## config.mk

```make
export PLATFORM = sky130hd
export DESIGN_NAME = warp_preexec_ctrl
export DESIGN_NICKNAME = d
export VERILOG_FILES = /design/src/rtl/pxc_pkg.sv /design/src/rtl/pxc_dep_track.sv /design/src/rtl/pxc_rename_tbl.sv /design/src/rtl/pxc_seq.sv /design/src/rtl/warp_preexec_ctrl.sv
export SDC_FILE = /design/constraint.sdc
export NUM_CORES = 1
export LEC_CHECK = 0
export CAP_MARGIN = 20
export CELL_PAD_IN_SITES_DETAIL_PLACEMENT = 1
export CELL_PAD_IN_SITES_GLOBAL_PLACEMENT = 1
export CORE_AREA = 2 2 260 198
export CTS_CLUSTER_SIZE = 12
export DETAILED_ROUTE_END_ITERATION = 10
export DIE_AREA = 0 0 262 200
export PLACE_DENSITY_LB_ADDON = 0.25
export SYNTH_ARGS = -nofsm -noshare
export SYNTH_HDL_FRONTEND = slang
export SYNTH_SLANG_ARGS = --single-unit
```

## constraint.sdc

```tcl
create_clock -name clk -period 7.1 [get_ports clk]
set_input_delay 1.775 -clock clk [delete_from_list [all_inputs] [get_ports clk]]
set_output_delay 1.775 -clock clk [all_outputs]
set_load 0.1 [all_outputs]
```

## src/rtl/pxc_pkg.sv

```systemverilog
// Package: shared encodings for the warp pre-execution controller.
// Assumes two-bit opcode, mode and issue-kind fields on the block ports.
package pxc_pkg;
    typedef enum logic [1:0] {
        OP_ALU    = 2'd0,
        OP_LOAD   = 2'd1,
        OP_STORE  = 2'd2,
        OP_BRANCH = 2'd3
    } op_e;

    typedef enum logic [1:0] {
        MODE_NORMAL = 2'd0,
        MODE_PRE    = 2'd1,
        MODE_WAIT   = 2'd2
    } mode_e;

    typedef enum logic [1:0] {
        ISS_NORMAL = 2'd0,
        ISS_PRE    = 2'd1,
        ISS_REUSE  = 2'd2
    } iss_e;
endpackage

```

## src/rtl/pxc_dep_track.sv

```systemverilog
// Module: per-architectural-register poison bits.
// A seed replaces the whole vector with one set bit (the missed load's
// destination). Mark/unmark touch one bit. Clear wipes all bits.
// Assumes seed, clear and mark/unmark are never requested together.
module pxc_dep_track #(
    parameter int NUM_ARCH = 32,
    parameter int AW       = $clog2(NUM_ARCH)
) (
    input  logic          clk,
    input  logic          rst_n,
    input  logic          clear_all,
    input  logic          seed_en,
    input  logic          mark_en,
    input  logic          unmark_en,
    input  logic [AW-1:0] wr_reg,
    input  logic [AW-1:0] rd_a,
    input  logic [AW-1:0] rd_b,
    output logic          dep_a,
    output logic          dep_b
);
    logic [NUM_ARCH-1:0] poison_q;

    for (genvar i = 0; i < NUM_ARCH; i++) begin : g_bit
        // Update one poison bit from the seed, mark and unmark strobes.
        always_ff @(posedge clk) begin
            if (!rst_n || clear_all) begin
                poison_q[i] <= 1'b0;
            end else if (seed_en) begin
                poison_q[i] <= (wr_reg == AW'(i));
            end else if (mark_en && wr_reg == AW'(i)) begin
                poison_q[i] <= 1'b1;
            end else if (unmark_en && wr_reg == AW'(i)) begin
                poison_q[i] <= 1'b0;
            end
        end
    end

    // Read both source bits for the instruction at the fetch address.
    always_comb begin
        dep_a = poison_q[rd_a];
        dep_b = poison_q[rd_b];
    end
endmodule

```

## src/rtl/pxc_rename_tbl.sv

```systemverilog
// Module: spare-register rename table.
// Each entry holds a spare physical register tagged with the address of
// the instruction that produced it. A per-architectural-register map
// points at the newest entry written in the current episode, for source
// renaming. Assumes at most one entry per address, and that the map is
// cleared at every mode change.
module pxc_rename_tbl #(
    parameter int NUM_ENT  = 8,
    parameter int NUM_ARCH = 32,
    parameter int PC_W     = 16,
    parameter int PREG_W   = 8,
    parameter int AW       = $clog2(NUM_ARCH),
    parameter int IW       = (NUM_ENT > 1) ? $clog2(NUM_ENT) : 1
) (
    input  logic              clk,
    input  logic              rst_n,
    input  logic              alloc_en,
    input  logic [AW-1:0]     alloc_arch,
    input  logic [PREG_W-1:0] alloc_preg,
    input  logic [PC_W-1:0]   look_pc,
    input  logic              release_en,
    input  logic              map_clear,
    input  logic              map_kill,
    input  logic [AW-1:0]     src_a,
    input  logic [AW-1:0]     src_b,
    output logic              hit,
    output logic [PREG_W-1:0] hit_preg,
    output logic              ren_a,
    output logic [PREG_W-1:0] preg_a,
    output logic              ren_b,
    output logic [PREG_W-1:0] preg_b,
    output logic              full,
    output logic              empty
);
    logic [NUM_ENT-1:0] ent_v;
    logic [PC_W-1:0]    ent_pc   [NUM_ENT];
    logic [PREG_W-1:0]  ent_preg [NUM_ENT];
    logic [NUM_ENT-1:0] hit_vec;
    logic [IW-1:0]      free_idx;
    logic [NUM_ARCH-1:0] map_v;
    logic [IW-1:0]      map_idx  [NUM_ARCH];

    // Pick the lowest-numbered free entry for the next allocation.
    always_comb begin
        free_idx = '0;
        for (int i = NUM_ENT - 1; i >= 0; i--) begin
            if (!ent_v[i]) free_idx = IW'(i);
        end
    end

    for (genvar e = 0; e < NUM_ENT; e++) begin : g_ent
        // Compare this entry's tag with the fetch address.
        assign hit_vec[e] = ent_v[e] && (ent_pc[e] == look_pc);

        // Fill the entry on allocation and free it on reuse.
        always_ff @(posedge clk) begin
            if (!rst_n) begin
                ent_v[e]    <= 1'b0;
                ent_pc[e]   <= '0;
                ent_preg[e] <= '0;
            end else if (alloc_en && free_idx == IW'(e)) begin
                ent_v[e]    <= 1'b1;
                ent_pc[e]   <= look_pc;
                ent_preg[e] <= alloc_preg;
            end else if (release_en && hit_vec[e]) begin
                ent_v[e] <= 1'b0;
            end
        end
    end

    // Merge the matching entry's spare register onto one bus.
    always_comb begin
        hit_preg = '0;
        for (int i = 0; i < NUM_ENT; i++) begin
            if (hit_vec[i]) hit_preg = hit_preg | ent_preg[i];
        end
    end

    assign hit   = |hit_vec;
    assign full  = &ent_v;
    assign empty = ~|ent_v;

    for (genvar r = 0; r < NUM_ARCH; r++) begin : g_map
        // Track which entry last wrote this register in the episode.
        always_ff @(posedge clk) begin
            if (!rst_n || map_clear) begin
                map_v[r]   <= 1'b0;
                map_idx[r] <= '0;
            end else if (alloc_en && alloc_arch == AW'(r)) begin
                map_v[r]   <= 1'b1;
                map_idx[r] <= free_idx;
            end else if (map_kill && alloc_arch == AW'(r)) begin
                map_v[r] <= 1'b0;
            end
        end
    end

    // Resolve both sources through the episode map.
    always_comb begin
        ren_a  = map_v[src_a];
        preg_a = ent_preg[map_idx[src_a]];
        ren_b  = map_v[src_b];
        preg_b = ent_preg[map_idx[src_b]];
    end
endmodule

```

## src/rtl/pxc_seq.sv

```systemverilog
// Module: mode sequencer and program counter for one warp.
// Decides per cycle whether the fetched instruction issues normally,
// runs early, is reused, is skipped, becomes a prefetch, or stops the
// scan. All decisions are combinational on the fetched instruction.
// Assumes branches fall through in this model.
module pxc_seq
    import pxc_pkg::*;
#(
    parameter int PC_W = 16
) (
    input  logic            clk,
    input  logic            rst_n,
    input  logic            inst_valid,
    input  logic [1:0]      inst_op,
    input  logic            miss_i,
    input  logic            wake_i,
    input  logic            pool_avail,
    input  logic            dep_a,
    input  logic            dep_b,
    input  logic            hit,
    input  logic            full,
    input  logic            empty,
    output logic [PC_W-1:0] pc,
    output logic [1:0]      mode,
    output logic            issue_valid,
    output logic [1:0]      issue_kind,
    output logic            pool_pop,
    output logic            pf_valid,
    output logic            rel_en,
    output logic            dep_seed,
    output logic            dep_clear,
    output logic            dep_mark,
    output logic            dep_unmark,
    output logic            map_clear,
    output logic            map_kill,
    output logic            alloc_en
);
    mode_e           mode_q, mode_n;
    logic [PC_W-1:0] pc_q, pc_n, resume_q, resume_n;
    iss_e            kind;
    op_e             op;
    logic            uses_b, poisoned;

    assign op       = op_e'(inst_op);
    assign uses_b   = (op == OP_ALU) || (op == OP_STORE);
    assign poisoned = dep_a || (uses_b && dep_b);

    // Compute next mode, next address and all per-cycle strobes.
    always_comb begin
        mode_n      = mode_q;
        pc_n        = pc_q;
        resume_n    = resume_q;
        kind        = ISS_NORMAL;
        issue_valid = 1'b0;
        pool_pop    = 1'b0;
        pf_valid    = 1'b0;
        rel_en      = 1'b0;
        dep_seed    = 1'b0;
        dep_clear   = 1'b0;
        dep_mark    = 1'b0;
        dep_unmark  = 1'b0;
        map_clear   = 1'b0;
        map_kill    = 1'b0;
        alloc_en    = 1'b0;
        case (mode_q)
            MODE_NORMAL: begin
                if (inst_valid) begin
                    issue_valid = 1'b1;
                    pc_n        = pc_q + PC_W'(1);
                    if (hit) begin
                        kind   = ISS_REUSE;
                        rel_en = 1'b1;
                    end else if (op == OP_LOAD && miss_i) begin
                        dep_seed  = 1'b1;
                        map_clear = 1'b1;
                        resume_n  = pc_q + PC_W'(1);
                        mode_n    = empty ? MODE_PRE : MODE_WAIT;
                    end
                end
            end
            MODE_PRE: begin
                if (wake_i) begin
                    mode_n    = MODE_NORMAL;
                    pc_n      = resume_q;
                    dep_clear = 1'b1;
                    map_clear = 1'b1;
                end else if (inst_valid) begin
                    case (op)
                        OP_STORE: mode_n = MODE_WAIT;
                        OP_BRANCH: begin
                            if (poisoned) mode_n = MODE_WAIT;
                            else          pc_n   = pc_q + PC_W'(1);
                        end
                        OP_LOAD: begin
                            dep_mark = 1'b1;
                            map_kill = 1'b1;
                            pf_valid = !poisoned;
                            pc_n     = pc_q + PC_W'(1);
                        end
                        default: begin
                            if (poisoned) begin
                                dep_mark = 1'b1;
                                map_kill = 1'b1;
                                pc_n     = pc_q + PC_W'(1);
                            end else if (full || !pool_avail) begin
                                mode_n = MODE_WAIT;
                            end else begin
                                issue_valid = 1'b1;
                                kind        = ISS_PRE;
                                pool_pop    = 1'b1;
                                alloc_en    = 1'b1;
                                dep_unmark  = 1'b1;
                                pc_n        = pc_q + PC_W'(1);
                            end
                        end
                    endcase
                end
            end
            MODE_WAIT: begin
                if (wake_i) begin
                    mode_n    = MODE_NORMAL;
                    pc_n      = resume_q;
                    dep_clear = 1'b1;
                    map_clear = 1'b1;
                end
            end
            default: mode_n = MODE_NORMAL;
        endcase
    end

    // Register mode, fetch address and resume address.
    always_ff @(posedge clk) begin
        if (!rst_n) begin
            mode_q   <= MODE_NORMAL;
            pc_q     <= '0;
            resume_q <= '0;
        end else begin
            mode_q   <= mode_n;
            pc_q     <= pc_n;
            resume_q <= resume_n;
        end
    end

    assign pc         = pc_q;
    assign mode       = mode_q;
    assign issue_kind = kind;
endmodule

```

## src/rtl/warp_preexec_ctrl.sv

```systemverilog
// Module: top of the warp pre-execution controller.
// Wires the sequencer, the poison tracker and the rename table, and forms
// the issue, prefetch and release commands. Assumes a combinational
// front end that returns the decoded instruction at fetch_pc.
module warp_preexec_ctrl #(
    parameter int NUM_ARCH = 32,
    parameter int NUM_ENT  = 8,
    parameter int PC_W     = 16,
    parameter int PREG_W   = 8,
    parameter int AW       = $clog2(NUM_ARCH)
) (
    input  logic              clk,
    input  logic              rst_n,
    output logic [PC_W-1:0]   fetch_pc,
    input  logic              inst_valid,
    input  logic [1:0]        inst_op,
    input  logic [AW-1:0]     inst_dst,
    input  logic [AW-1:0]     inst_src_a,
    input  logic [AW-1:0]     inst_src_b,
    input  logic              miss_i,
    input  logic              wake_i,
    input  logic              pool_avail,
    input  logic [PREG_W-1:0] pool_preg,
    output logic              pool_pop,
    output logic              issue_valid,
    output logic [1:0]        issue_kind,
    output logic [PC_W-1:0]   issue_pc,
    output logic [PREG_W-1:0] issue_preg,
    output logic              issue_srca_ren,
    output logic [PREG_W-1:0] issue_srca_preg,
    output logic              issue_srcb_ren,
    output logic [PREG_W-1:0] issue_srcb_preg,
    output logic              pf_valid,
    output logic [PC_W-1:0]   pf_pc,
    output logic              rel_valid,
    output logic [PREG_W-1:0] rel_preg,
    output logic [1:0]        mode
);
    import pxc_pkg::*;

    logic dep_a, dep_b, hit, full, empty;
    logic rel_en, dep_seed, dep_clear, dep_mark, dep_unmark;
    logic map_clear, map_kill, alloc_en;
    logic ren_a, ren_b, early;
    logic [PREG_W-1:0] hit_preg, preg_a, preg_b;

    pxc_seq #(.PC_W(PC_W)) seq_i (
        .clk(clk), .rst_n(rst_n), .inst_valid(inst_valid), .inst_op(inst_op),
        .miss_i(miss_i), .wake_i(wake_i), .pool_avail(pool_avail),
        .dep_a(dep_a), .dep_b(dep_b), .hit(hit), .full(full), .empty(empty),
        .pc(fetch_pc), .mode(mode), .issue_valid(issue_valid),
        .issue_kind(issue_kind), .pool_pop(pool_pop), .pf_valid(pf_valid),
        .rel_en(rel_en), .dep_seed(dep_seed), .dep_clear(dep_clear),
        .dep_mark(dep_mark), .dep_unmark(dep_unmark), .map_clear(map_clear),
        .map_kill(map_kill), .alloc_en(alloc_en)
    );

    pxc_dep_track #(.NUM_ARCH(NUM_ARCH), .AW(AW)) dep_i (
        .clk(clk), .rst_n(rst_n), .clear_all(dep_clear), .seed_en(dep_seed),
        .mark_en(dep_mark), .unmark_en(dep_unmark), .wr_reg(inst_dst),
        .rd_a(inst_src_a), .rd_b(inst_src_b), .dep_a(dep_a), .dep_b(dep_b)
    );

    pxc_rename_tbl #(
        .NUM_ENT(NUM_ENT), .NUM_ARCH(NUM_ARCH), .PC_W(PC_W),
        .PREG_W(PREG_W), .AW(AW)
    ) tbl_i (
        .clk(clk), .rst_n(rst_n), .alloc_en(alloc_en), .alloc_arch(inst_dst),
        .alloc_preg(pool_preg), .look_pc(fetch_pc), .release_en(rel_en),
        .map_clear(map_clear), .map_kill(map_kill), .src_a(inst_src_a),
        .src_b(inst_src_b), .hit(hit), .hit_preg(hit_preg), .ren_a(ren_a),
        .preg_a(preg_a), .ren_b(ren_b), .preg_b(preg_b), .full(full),
        .empty(empty)
    );

    assign early = issue_valid && (issue_kind == ISS_PRE);

    // Form the issue register fields for early and reuse commands.
    always_comb begin
        issue_pc        = fetch_pc;
        issue_preg      = '0;
        if (issue_valid && issue_kind == ISS_REUSE) issue_preg = hit_preg;
        else if (early)                            issue_preg = pool_preg;
        issue_srca_ren  = early && ren_a;
        issue_srca_preg = (early && ren_a) ? preg_a : '0;
        issue_srcb_ren  = early && ren_b;
        issue_srcb_preg = (early && ren_b) ? preg_b : '0;
    end

    assign pf_pc     = fetch_pc;
    assign rel_valid = rel_en;
    assign rel_preg  = hit_preg;
endmodule

```

==> impl_metrics.json, run 1 <==
{
  "finalCritPeriodShare_pct": 95.6,
  "ys.warnings.count": 0,
  "die_h_microns": 200,
  "rr_worst_depth": 11,
  "wl_microns": 72000,
  "grt_pass1_wl_microns": 107000,
  "postRouteAntennaNets": 0,
  "first_pass_iters": 5,
  "seqCellArea_sq_um": 10800,
  "ys_seq_elements": 394,
  "synthAdderAreaFrac_pct": 0.282,
  "cts-buffers-inserted": 43,
  "synthArstFlopShare_pct": 0,
  "leakagePower_uw": 0.00932,
  "synth_cell_types": 68,
  "netlist_area_sq_um": 22200,
  "power_density_nw_per_um2": 307,
  "crit_buf_inv": 3,
  "fin_ws_ns": 0.314,
  "fp.dieW_microns": 262,
  "r2r-start": "seq_i.pc[13]",
  "synth_xor_xnor_area_share_pct": 5.57,
  "core_sq_um": 49700,
  "hp-start": "seq_i.resume_q[1]",
  "synth.top_cell.area_share_pct": 39.0,
  "post_cts_buffers": 0,
  "timing.fmax_ghz": 0.147,
  "synth_top_family_by_area": "simple AND/OR/NAND/NOR gates",
  "num_vias": 16719,
  "clock_latency_ns": 0.57,
  "yosys.area_share.simple_pct": 18.3,
  "gp_congestion": 0.883,
  "final_cell_mix": "edfxtp_1, and2_1, nand2_1",
  "area_growth_pct": 14.8,
  "port-buffer-count": 120,
  "dpl_worst_slack_ns": 0.361,
  "start_util_pct": 44.6,
  "fillers": 5161,
  "post-route-min-period_ns": 6.79,
  "cts_tree": "yes",
  "whs_endpoint": "seq_i.resume_q[1]",
  "rsz0062_at_grt": "false",
  "drc_errors": 0,
  "antenna_found_initial": 1,
  "cts_buffer_depth": 3,
  "r2r_end": "tbl_i.map_idx[30][2]",
  "cts.clk_slew.worst_paths_ns": 0.06,
  "setup_violations": 0,
  "synth.avg_cell_area_sq_um": 11.3,
  "hold_class": "flip-flop to flip-flop",
  "drtIter0Drc": 1469,
  "syn_inst": 1962,
  "grt_max_degree": 39,
  "die-area_sq_um": 52400,
  "rows": 71,
  "grt_remaining_overflow": 0,
  "hpwl_microns": 51100,
  "antenna_cells": 0,
  "grt_pass1_vias": 16809,
  "avgViaCountPerCell": 6.14,
  "final_max_slew_viol_count": 0,
  "cp_top_family": "simple AND/OR/NAND/NOR gates",
  "fin_hold_ws_ns": 0.493,
  "final_common_cell": "edfxtp_1",
  "crit_fanout": 29,
  "h-tree-depth": 2,
  "synth_edf_count": 288,
  "io_pins": 121,
  "grt.total_usage_pct": 27.5,
  "start_kind": "input pin",
  "slew_headroom_pct": 28.8,
  "ctsHoldBuffers": 0,
  "synth_fp_nets": 1998,
  "fin_skew_ns": 0.0137,
  "synth-compound-area-share_pct": 8.84,
  "tightest_slew_ns": 1.07,
  "status": "finished, final reports clean",
  "hold_depth": 2,
  "ctsResizeCount": 0,
  "maxCapViolCount": 0,
  "worstSetupPathType": "input pin to primary output",
  "synth_area_leaders": "edfxtp_1, dfxtp_1, mux4_2",
  "required_ns": 5.33,
  "synth_ff_type": "edfxtp_1",
  "clkSinkCount": 394,
  "multi_input_area_sq_um": 10400,
  "critPathCaptureType": "primary output",
  "cpMaxStageDelayCell": "clkdlybuf4s50_1",
  "seq_area_frac_synth_pct": 48.6,
  "finalHoldViolations": 0,
  "netlist.top_cell.by_area": "edfxtp_1",
  "routedWlPerCell_microns": 26.4,
  "synth.mux.area_fraction_pct": 13.7,
  "fin_setup_tns_ns": 0,
  "slowest_delay_ns": 0.67,
  "final_nets": 2069,
  "cts-root-buf": "clkbuf_16",
  "r2r_slack_ns": 2.43,
  "drive_above_1_share_pct": 15.8,
  "ir_drop_v": 0.000428,
  "critPathArrivalTime_ns": 5.01,
  "worstPathCellList": "clkdlybuf4s50_1 -> mux2_2 -> o22ai_1 -> nor4_1 -> a31oi_1 -> and3_1 -> nand4_1 -> buf_12 -> nor3_4 -> and3_1 -> buf_12"
}
-- cells in the mapped netlist (7+ instances only) --
master and n:
buf_2 44, nor3_2 16, nor3b_1 10, dfxtp_1 106
or3_1 7, nor2_1 172, clkbuf_1 62, buf_4 42
nor3_1 26, a31o_2 16, a21oi_1 65, or2_2 13
nand4_1 12, inv_1 11, and2_1 192, buf_1 8
mux2i_1 97, or4_1 9, mux4_2 61, nor2b_1 8
o21ai_0 53, a32o_1 32, nand3_1 29, xnor2_1 48
and3_1 23, xor2_1 93, a211oi_1 16, nand2b_1 10
nand2_1 188, buf_6 12, edfxtp_1 288, nor4_1 19
mux4_1 20, a22oi_1 63
-- registers in the layout, indices dropped and copies added (netlist names) --
register        flops
seq_i.resume_q     16
tbl_i.ent_pc      128
tbl_i.map_idx      96
tbl_i.ent_v         8
seq_i.pc           16
seq_i.mode          2
dep_i.poison_q     32
tbl_i.ent_preg     64
tbl_i.map_v        32
-- through the flow --
step / area (sq um) / instances / util, % / power (uW)
after floorplan: 22200 / 1962 / - / 4990
after global placement: 24100 / 2644 / 48.5 / 5610
after detailed placement: 24200 / 2645 / 48.6 / 5690
after CTS: 25500 / 2722 / 51.2 / 7830
after global routing: 25500 / 2722 / 51.2 / 8090
final: 25500 / 2722 / 51.2 / 7820
-- cell type report --
| type | instances | area share [%] |
|---|---|---|
| clock buffers | 63 | 4.76 |
| repair buffers | 198 | 8.28 |
| well taps | 657 | 3.23 |
| clock inverters | 14 | 0.349 |
| flip-flops and latches | 394 | 42.3 |
| inverters | 12 | 0.177 |
| multi-input cells | 1384 | 40.9 |
-- tightest hold or removal path: cells and delay by family (launching register included) --
kind / cells / cell delay [ns]
AOI/OAI and AO/OA: 1 / 0.06
and+or+nand+nor: 1 / 0.06
DFF: 1 / 0.32
-- power by group --
group | switching (uW) | internal, uW | total (uW) | leakage (uW)
Sequential | 281 | 2720 | 3000 | 0.00375
Clock | 937 | 1210 | 2150 | 0.000636
Combinational | 1840 | 830 | 2670 | 0.00493
Total | 3060 | 4760 | 7820 | 0.00932
-- layer usage --
metal | global-route usage, % | vias up | routed length, microns
met1 | 39.9 | 8603 | 32400
met5 | 0 | - | 0
met4 | 6.97 | 0 | 1560
met3 | 7.55 | 111 | 6600
li1 | - | 7330 | -
met2 | 40.9 | 675 | 31500
-- how the worst max path moves through the flow --
stage / to / slack [ns] / from / depth (start not counted)
floorplan: issue_srcb_preg[0] / 0.20 / inst_src_a[2] / 12
global placement: issue_srca_preg[1] / 0.41 / inst_src_b[2] / 11
detailed placement: issue_srca_preg[1] / 0.36 / inst_src_b[2] / 11
CTS: issue_srca_preg[1] / 0.36 / inst_src_b[2] / 11
global route: issue_srca_preg[1] / 0.16 / inst_src_a[0] / 12
finish: issue_srca_preg[1] / 0.31 / inst_src_b[2] / 11
-- cell families (layout without fill, tap and decap cells) --
kind of cell / count (synthesis) / after routing
compound gates: 283 / 283
xor+xnor: 141 / 141
fa+ha+maj: 5 / 5
buf+inv: 184 / 287
flops: 394 / 394
mux: 188 / 188
simple gates: 767 / 767
Note: power is estimated with default switching activity, not from simulation.
==> run 2: changes to the inputs <==
- CAP_MARGIN: 20 -> not set
- SETUP_SLACK_MARGIN: not set -> 0.4
- TNS_END_PERCENT: not set -> 5
==> impl_metrics.json, run 2 (synthesis results as in run 1) <==
{
  "wl_microns": 72700,
  "h-tree-depth": 2,
  "ir_drop_v": 0.000510,
  "final_cell_mix": "edfxtp_1, and2_1, nand2_1",
  "gp_congestion": 0.887,
  "start_util_pct": 44.6,
  "setup_violations": 0,
  "first_pass_iters": 8,
  "crit_fanout": 39,
  "avgViaCountPerCell": 6.13,
  "routedWlPerCell_microns": 26.6,
  "drtIter0Drc": 1657,
  "critPathLaunch": "inst_src_b[0]",
  "fin_hold_ws_ns": 0.468,
  "slew_headroom_pct": 15.4,
  "hpwl_microns": 50400,
  "design_area_sq_um": 25600,
  "antenna_found_initial": 1,
  "worstSetupPathType": "input pin to primary output",
  "r2r-start": "seq_i.pc[14]",
  "dp.cells": 2645,
  "critPathCaptureType": "primary output",
  "largest_reg_flops": 128,
  "num_vias": 16735,
  "final_common_cell": "edfxtp_1",
  "registers.top_by_ff_count": "tbl_i.ent_pc",
  "grt_remaining_overflow": 0,
  "io_pins": 121,
  "seqCellArea_sq_um": 10800,
  "drive_above_1_share_pct": 16.1,
  "final_nets": 2071,
  "grt_max_degree": 40,
  "finalHoldViolations": 0,
  "cts_tree": "yes",
  "clkSinkCount": 394,
  "postRouteAntennaNets": 0,
  "area_growth_pct": 15.4,
  "cts.clk_slew.worst_paths_ns": 0.06,
  "grt_pass1_wl_microns": 108000,
  "fillers": 5162,
  "status": "finished, final reports clean",
  "place_area_sq_um": 24100,
  "maxCapViolCount": 0,
  "rsz0062_at_grt": "false",
  "cts-root-buf": "clkbuf_16",
  "clock_latency_ns": 0.60,
  "port-buffer-count": 120,
  "start_kind": "input pin",
  "die_h_microns": 200,
  "reg.largest.list": "tbl_i.ent_pc (128), tbl_i.map_idx (96), tbl_i.ent_preg (64)",
  "finalCritPeriodShare_pct": 92.8,
  "grt_pass1_vias": 17014,
  "fin_skew_ns": 0.0304,
  "hp-start": "seq_i.resume_q[1]",
  "hold_class": "flip-flop to flip-flop",
  "rows": 71,
  "cts_buffer_depth": 3,
  "final_max_slew_viol_count": 0,
  "instances_no_fill": 2729,
  "post-route-min-period_ns": 6.59,
  "tightest_slew_ns": 1.27,
  "power_density_nw_per_um2": 313,
  "core_sq_um": 49700,
  "multi_input_area_sq_um": 10400,
  "drc_errors": 0,
  "cts-buffers-inserted": 44,
  "grt.total_usage_pct": 28.0,
  "die-area_sq_um": 52400,
  "critPathArrivalTime_ns": 4.81,
  "leakagePower_uw": 0.00941,
  "power.total_uw": 8020,
  "fp.dieW_microns": 262,
  "timing.fmax_ghz": 0.152,
  "required_ns": 5.33
}
## run 2: cell count changes in the layout (fill, tap and decap cells not counted), sizes merged
cell / change
clkinvlp: +2
clkbuf: +4
diode: +1
bufinv: +2
inv: -1
buf: -1
## run 2: path summary, 6_finish.rpt
check / endpoint / slack, ns / cells past startpoint
hold / removal: seq_i.resume_q[1] / 0.47 / 2
hold reg to reg: seq_i.resume_q[1] / 0.47 / 2
setup reg to reg: tbl_i.map_idx[11][0] / 2.95 / 11
setup / recovery: issue_srcb_preg[7] / 0.51 / 9
## run 2: per-stage QoR
stage          worst slack (ns)  TNS, ns  utilization [%]
2_1_floorplan            -0.130    -1.04                -
3_3_place_gp              0.534        0             48.5
3_5_place_dp              0.464        0             48.5
4_1_cts                   0.425        0             51.4
5_1_grt                   0.458        0             51.5
6_report                  0.513        0             51.5
## run 2: report_power, final
group	switching [uW]	leakage, uW	total, uW	internal [uW]
registers	287	0.00375	3000	2720
clock network	978	0.000696	2330	1350
logic	1850	0.00496	2690	839
total	3120	0.00941	8020	4910
## run 2: area by class of cell
class                      instances  share of cell area, %
clock inverter                    17                  0.655
inverter                          12                  0.176
clock buffer                      65                   4.97
timing repair buffer             199                   8.17
tap                              657                   3.21
sequential                       394                   42.1
antenna                            1                0.00977
multi-input combinational       1384                   40.7
## run 2: per-layer routing
metal	vias up	global-route usage (%)	part of all wire (%)
met5	-	0	0
li1	7340	-	-
met3	120	7.46	9.4
met1	8597	40.6	45
met4	0	6.93	2.2
met2	678	41.7	44
## run 2: worst max-delay path, stage by stage
cell and delay [ns]:
buf_2 0.10, buf_12 0.27, mux4_2 0.60, mux4_2 0.54, mux2_2 0.32, nor2_2 0.42, a22oi_1 0.26, and3_1 0.29
buf_12 0.17
## run 2: what timing repair did
action	in CTS	in global routing
setup buffers	0	1
hold buffers	0	0
endpoints found under the setup margin	0	17
resized for setup	0	3
hold endpoints to repair	0	0
